--- config.mk ---
export PLATFORM = sky130hd
export DESIGN_NAME = dbg_trig_out_stage
export DESIGN_NICKNAME = d
export VERILOG_FILES = /design/src/rtl/dbg_trig_pkg.sv /design/src/rtl/dbg_trig_edge.sv /design/src/rtl/dbg_trig_sticky.sv /design/src/rtl/dbg_trig_in_cond.sv /design/src/rtl/dbg_trig_out_stage.sv
export SDC_FILE = /design/constraint.sdc
export NUM_CORES = 1
export LEC_CHECK = 0
export ABC_AREA = 1
export BUFFER_PORTS_ARGS = -buffer_cell sky130_fd_sc_hd__buf_2
export CORE_UTILIZATION = 42
export DETAILED_ROUTE_END_ITERATION = 12
export PLACE_DENSITY = 0.83
export SETUP_SLACK_MARGIN = 0.3
export SYNTH_ARGS = -nofsm -noshare
export SYNTH_HDL_FRONTEND = slang
export SYNTH_SLANG_ARGS = --single-unit
--- constraint.sdc ---
create_clock -name clk_i -period 1.7 [get_ports clk_i]
set_input_delay 0.17 -clock clk_i [delete_from_list [all_inputs] [get_ports clk_i]]
set_output_delay 0.17 -clock clk_i [all_outputs]
set_load 0.01 [all_outputs]
--- src/rtl/dbg_trig_pkg.sv ---
package dbg_trig_pkg;
  localparam int unsigned NUM_OUT  = 9;
  localparam int unsigned NUM_EDGE = 6;
  localparam int unsigned NUM_IN   = 7;
  localparam int unsigned HALT_IDX = 0;
  localparam int unsigned RUN_IDX  = 7;
  localparam int unsigned IRQ_IDX  = NUM_OUT - 1;

  typedef enum logic [1:0] {
    SEL_EDGE = 2'd0,
    SEL_ACK  = 2'd1,
    SEL_MODE = 2'd2,
    SEL_NONE = 2'd3
  } wr_sel_e;
endpackage

--- src/rtl/dbg_trig_edge.sv ---
module dbg_trig_edge #(
  parameter int unsigned W = 6
) (
  input  logic         clk_i,
  input  logic         rst_ni,
  input  logic [W-1:0] en_i,
  input  logic [W-1:0] req_i,
  output logic [W-1:0] out_o
);
  logic [W-1:0] hist_q;

  always_ff @(posedge clk_i or negedge rst_ni) begin
    if (!rst_ni) hist_q <= '0;
    else         hist_q <= req_i;
  end

  for (genvar i = 0; i < W; i++) begin : g_bit
    assign out_o[i] = en_i[i] ? (req_i[i] & ~hist_q[i]) : req_i[i];

    AST_EDGE_ONE_CYCLE: assert property (@(posedge clk_i) disable iff (!rst_ni)
      (en_i[i] && out_o[i]) |=> !(en_i[i] && out_o[i]));
  end
endmodule

--- src/rtl/dbg_trig_sticky.sv ---
module dbg_trig_sticky (
  input  logic clk_i,
  input  logic rst_ni,
  input  logic set_i,
  input  logic clr_i,
  output logic q_o
);
  logic q_q;

  // set has priority over clear
  always_ff @(posedge clk_i or negedge rst_ni) begin
    if (!rst_ni) q_q <= 1'b0;
    else         q_q <= set_i | (q_q & ~clr_i);
  end

  assign q_o = q_q;

  AST_SET_WINS: assert property (@(posedge clk_i) disable iff (!rst_ni)
    set_i |=> q_o);
  AST_HOLD: assert property (@(posedge clk_i) disable iff (!rst_ni)
    (q_o && !clr_i) |=> q_o);
endmodule

--- src/rtl/dbg_trig_in_cond.sv ---
module dbg_trig_in_cond
  import dbg_trig_pkg::*;
(
  input  logic              compat_i,
  input  logic              dbg_entry_i,
  input  logic              dbg_state_i,
  input  logic              pmu_irq_ni,
  input  logic [1:0]        perf_out_i,
  input  logic              comm_rx_full_i,
  input  logic              comm_tx_empty_i,
  input  logic              trace_trig_i,
  output logic [NUM_IN-1:0] ev_o
);
  always_comb begin
    ev_o[0]   = compat_i ? dbg_state_i : dbg_entry_i;
    ev_o[1]   = ~pmu_irq_ni;
    ev_o[3:2] = perf_out_i;
    ev_o[4]   = comm_rx_full_i;
    ev_o[5]   = comm_tx_empty_i;
    ev_o[6]   = trace_trig_i;
  end
endmodule

--- src/rtl/dbg_trig_out_stage.sv ---
module dbg_trig_out_stage
  import dbg_trig_pkg::*;
(
  input  logic               clk_i,
  input  logic               rst_ni,
  input  logic               wr_en_i,
  input  logic [1:0]         wr_sel_i,
  input  logic [NUM_OUT-1:0] wr_data_i,
  input  logic [NUM_OUT-1:0] req_i,
  input  logic               dbg_entry_i,
  input  logic               dbg_state_i,
  input  logic               pmu_irq_ni,
  input  logic [1:0]         perf_out_i,
  input  logic               comm_rx_full_i,
  input  logic               comm_tx_empty_i,
  input  logic               trace_trig_i,
  output logic [NUM_IN-1:0]  trig_in_o,
  output logic [NUM_OUT-2:0] trig_o,
  output logic               irq_no
);
  wr_sel_e              sel;
  logic [NUM_EDGE-1:0]  edge_en_q;
  logic                 compat_q;
  logic                 ack_halt, ack_irq, clr_halt;
  logic                 halt_q, irq_q;
  logic [NUM_EDGE-1:0]  edge_out;
  logic                 unused_wr_bits;

  assign sel            = wr_sel_e'(wr_sel_i);
  assign unused_wr_bits = ^wr_data_i[IRQ_IDX-1:NUM_EDGE];

  always_ff @(posedge clk_i or negedge rst_ni) begin
    if (!rst_ni) begin
      edge_en_q <= '0;
      compat_q  <= 1'b0;
    end else if (wr_en_i) begin
      if (sel == SEL_EDGE) edge_en_q <= wr_data_i[NUM_EDGE-1:0];
      if (sel == SEL_MODE) compat_q  <= wr_data_i[0];
    end
  end

  // write-one-to-clear, not stored
  assign ack_halt = wr_en_i && (sel == SEL_ACK) && wr_data_i[HALT_IDX];
  assign ack_irq  = wr_en_i && (sel == SEL_ACK) && wr_data_i[IRQ_IDX];
  assign clr_halt = compat_q ? dbg_state_i : ack_halt;

  dbg_trig_sticky u_halt (
    .clk_i  (clk_i),
    .rst_ni (rst_ni),
    .set_i  (req_i[HALT_IDX]),
    .clr_i  (clr_halt),
    .q_o    (halt_q)
  );

  dbg_trig_sticky u_irq (
    .clk_i  (clk_i),
    .rst_ni (rst_ni),
    .set_i  (req_i[IRQ_IDX]),
    .clr_i  (ack_irq),
    .q_o    (irq_q)
  );

  dbg_trig_edge #(.W(NUM_EDGE)) u_edge (
    .clk_i  (clk_i),
    .rst_ni (rst_ni),
    .en_i   (edge_en_q),
    .req_i  (req_i[NUM_EDGE:1]),
    .out_o  (edge_out)
  );

  dbg_trig_in_cond u_in (
    .compat_i        (compat_q),
    .dbg_entry_i     (dbg_entry_i),
    .dbg_state_i     (dbg_state_i),
    .pmu_irq_ni      (pmu_irq_ni),
    .perf_out_i      (perf_out_i),
    .comm_rx_full_i  (comm_rx_full_i),
    .comm_tx_empty_i (comm_tx_empty_i),
    .trace_trig_i    (trace_trig_i),
    .ev_o            (trig_in_o)
  );

  assign trig_o = {req_i[RUN_IDX], edge_out, halt_q};
  assign irq_no = ~irq_q;

  AST_IRQ_REQ_WINS: assert property (@(posedge clk_i) disable iff (!rst_ni)
    req_i[IRQ_IDX] |=> !irq_no);
  AST_IRQ_HOLD: assert property (@(posedge clk_i) disable iff (!rst_ni)
    (!irq_no && !(wr_en_i && wr_sel_i == 2'd1 && wr_data_i[IRQ_IDX])) |=> !irq_no);
  AST_COMPAT_CLEAR: assert property (@(posedge clk_i) disable iff (!rst_ni)
    (compat_q && dbg_state_i && !req_i[HALT_IDX]) |=> !trig_o[HALT_IDX]);
  AST_COMPAT_ACK_IGNORED: assert property (@(posedge clk_i) disable iff (!rst_ni)
    (compat_q && trig_o[HALT_IDX] && !dbg_state_i) |=> trig_o[HALT_IDX]);
endmodule

==> impl_metrics.json <==
{
  "outcome": "complete, no violations",
  "clkTransAtPathRegs_ns": 0.08,
  "ys_warn_count": 0,
  "critPathLaunchType": "primary input",
  "cts_sinks": 15,
  "place_area_um2": 791,
  "fin_tns_setup_ns": 0,
  "synth_compound_area_share_pct": 9.46,
  "grt_max_degree": 16,
  "worst_pin_slew_ns": 0.321,
  "slew_headroom_pct": 78.6,
  "fin_crit_sh_pct": 75.9,
  "drtPass1Iterations": 4,
  "fin_skew_ns": 0.00356,
  "cts-resized-gates": 0,
  "synthMuxAreaShare_pct": 0,
  "max_stage_delay_ns": 0.52,
  "hold_violations": 0,
  "clockRootBuffer": "clkbuf_4",
  "synthesis.nets": 100,
  "area_growth_pct": 30.1,
  "drv_cap": 0,
  "ir_worst_vdd_mv": 0.604,
  "r2r_slack_ns": 0.82,
  "vias_per_cell": 4.70,
  "port_buffers": 32,
  "syn_inst": 69,
  "clock_latency_ns": 0.28,
  "critPathSlowestCell": "dlygate4sd3_1",
  "rsz0062_at_grt": "false",
  "cts_tree": "yes",
  "yosys.area_share.simple_pct": 22.1,
  "syn-cell-area_um2": 674,
  "power_leakage_nw": 0.486,
  "avgSynthCellArea_um2": 9.77,
  "synth_fa_ha_area_share_pct": 0,
  "path_common_cell": "buf_2",
  "drc": 0,
  "overflow": 0,
  "ctsLongestPathBuffers": 2,
  "cp.arrival_ns": 1.12,
  "nNetsFinal": 135,
  "gp_congestion": 0.632,
  "cp-end-kind": "output port",
  "layout_min_cycle_time_ns": 1.29,
  "power_density_mw_per_mm2": 859,
  "drt_iter0_drc": 15,
  "core_mm2": 0.00151,
  "grt_pass1_wl_um": 2220,
  "drive_gt1_share_pct": 38.8,
  "ys_ff_latch": 15,
  "htreeDepth": 1,
  "ioPinCount": 47,
  "drv_slew": 0,
  "antenna_found_initial": 0,
  "design_area_um2": 877,
  "cts_buffers": 3,
  "floorplan.initialDensity_pct": 44.8,
  "cp.required_ns": 1.53,
  "vias": 559,
  "critPathMaxFanout": 2,
  "critPathKind": "primary input to output port",
  "die_y_um": 42.1,
  "place_hpwl_um": 973,
  "final_util_pct": 58.2,
  "seq_area_frac_synth_pct": 55.7,
  "yosysUniqueCellTypes": 17,
  "die_area_mm2": 0.00177,
  "wire_per_inst_um": 11.5,
  "n_antenna_cell": 0,
  "synth_top_family_by_area": "simple AND/OR/NAND/NOR gates",
  "maxClockFrequency_ghz": 0.775,
  "track_usage_pct": 17.2,
  "setup_viol": 0,
  "yosys.area_share.xor_xnor_pct": 0,
  "die_x_um": 42.1,
  "rows": 14,
  "wl_um": 1370,
  "crit_chain": "dlygate4sd3_1 > buf_2 > a21boi_0 > buf_2",
  "power_mw": 0.753,
  "ant_nets": 0,
  "grt_pass1_vias": 502,
  "hold_path_class": "primary input to flop"
}
-- through the flow --
step	hold WS, ns	std cells	worst slack, ns
after floorplan	-0.126	69	0.853
after global placement	0.0799	109	0.852
after detailed placement	0.0888	109	0.833
after CTS	0.000176	116	0.435
after global routing	0.00529	119	0.357
final	0.00632	119	0.410
-- report_power, final --
part	leakage (nW)	total [mW]	switching (mW)	internal, mW
sequential	0.176	0.412	0.0186	0.393
combinational	0.295	0.138	0.0712	0.0672
clock	0.0150	0.203	0.112	0.0910
-- registers in the layout, summed over array words and instances, names as in the netlist --
| signal | flops |
|---|---|
| u_irq.q_o | 1 |
| u_edge.hist_q | 6 |
| edge_en_q | 6 |
| u_halt.q_o | 1 |
| compat_q | 1 |
-- layout make-up --
cell class | instances | area (µm²)
tap | 16 | 20.0
clock buffer | 4 | 26.3
multi-input combinational | 40 | 213
timing repair buffer | 38 | 220
sequential | 15 | 375
fill | 145 | 629
inverter | 6 | 22.5
-- synthesized netlist by cell type --
| cell | number | area share (%) |
|---|---|---|
| buf_6 | 1 | 1.7 |
| nand2_4 | 1 | 1.7 |
| and2_1 | 1 | 0.93 |
| nand2_2 | 1 | 0.93 |
| nand3_1 | 5 | 3.7 |
| nor2_4 | 1 | 1.7 |
| o21ai_1 | 1 | 0.74 |
| nor2_2 | 1 | 0.93 |
| nor2_1 | 1 | 0.56 |
| o21ai_0 | 1 | 0.74 |
| nand2_1 | 19 | 11 |
| nand3b_1 | 1 | 1.1 |
| o21ai_2 | 1 | 1.3 |
| a21boi_0 | 6 | 6.7 |
| buf_4 | 7 | 7.8 |
| dfrtp_1 | 15 | 56 |
| inv_1 | 6 | 3.3 |
-- cells in the final DEF, fill, tap and decap left out --
| master | count |
|---|---|
| o21ai_1 | 1 |
| inv_1 | 6 |
| o21ai_0 | 1 |
| nand3b_1 | 1 |
| o21ai_2 | 1 |
| nand2_1 | 19 |
| nand2_2 | 1 |
| dfrtp_1 | 15 |
| nand3_1 | 5 |
| nor2_4 | 1 |
| clkbuf_1 | 1 |
| nor2_1 | 1 |
| nor2_2 | 1 |
| and2_1 | 1 |
| clkbuf_4 | 3 |
| a21boi_0 | 6 |
| buf_2 | 32 |
| dlygate4sd3_1 | 6 |
| nand2_4 | 1 |
-- cell families (layout without fill, tap and decap cells) --
| family | after synthesis | count (layout) |
|---|---|---|
| flops | 15 | 15 |
| simple gates | 31 | 31 |
| compound gates | 9 | 9 |
| buf+inv | 14 | 48 |
-- critical path, delay by kind of cell --
kind	cells	cell delay, ns
compound gates	1	0.17
buf+inv	3	0.77
-- worst paths after layout --
path                                    from                to  cells past startpoint
worst min register to register  edge_en_q[1]      edge_en_q[1]                      2
worst max register to register      compat_q        u_halt.q_o                      4
worst max-delay path                req_i[3]         trig_o[3]                      4
worst min-delay path                req_i[6]  u_edge.hist_q[5]                      1
min in group asynchronous             rst_ni      edge_en_q[0]                      2
max in group asynchronous             rst_ni  u_edge.hist_q[1]                      2
-- layer usage --
| layer | up-vias | share of wire (%) | GRT usage (%) |
|---|---|---|---|
| met4 | 0 | 2.4 | 9.38 |
| met2 | 24 | 54 | 30.3 |
| met5 | - | 0 | 0 |
| met3 | 6 | 5.0 | 3.02 |
| met1 | 250 | 39 | 19.7 |
| li1 | 279 | - | - |
-- what timing repair did --
| item | CTS | global route |
|---|---|---|
| hold buffers | 3 | 3 |
| setup endpoints to repair | 0 | 0 |
| endpoints found under the hold margin | 17 | 3 |
| buffers inserted | 0 | 0 |
Note: power is estimated with default switching activity, not from simulation.
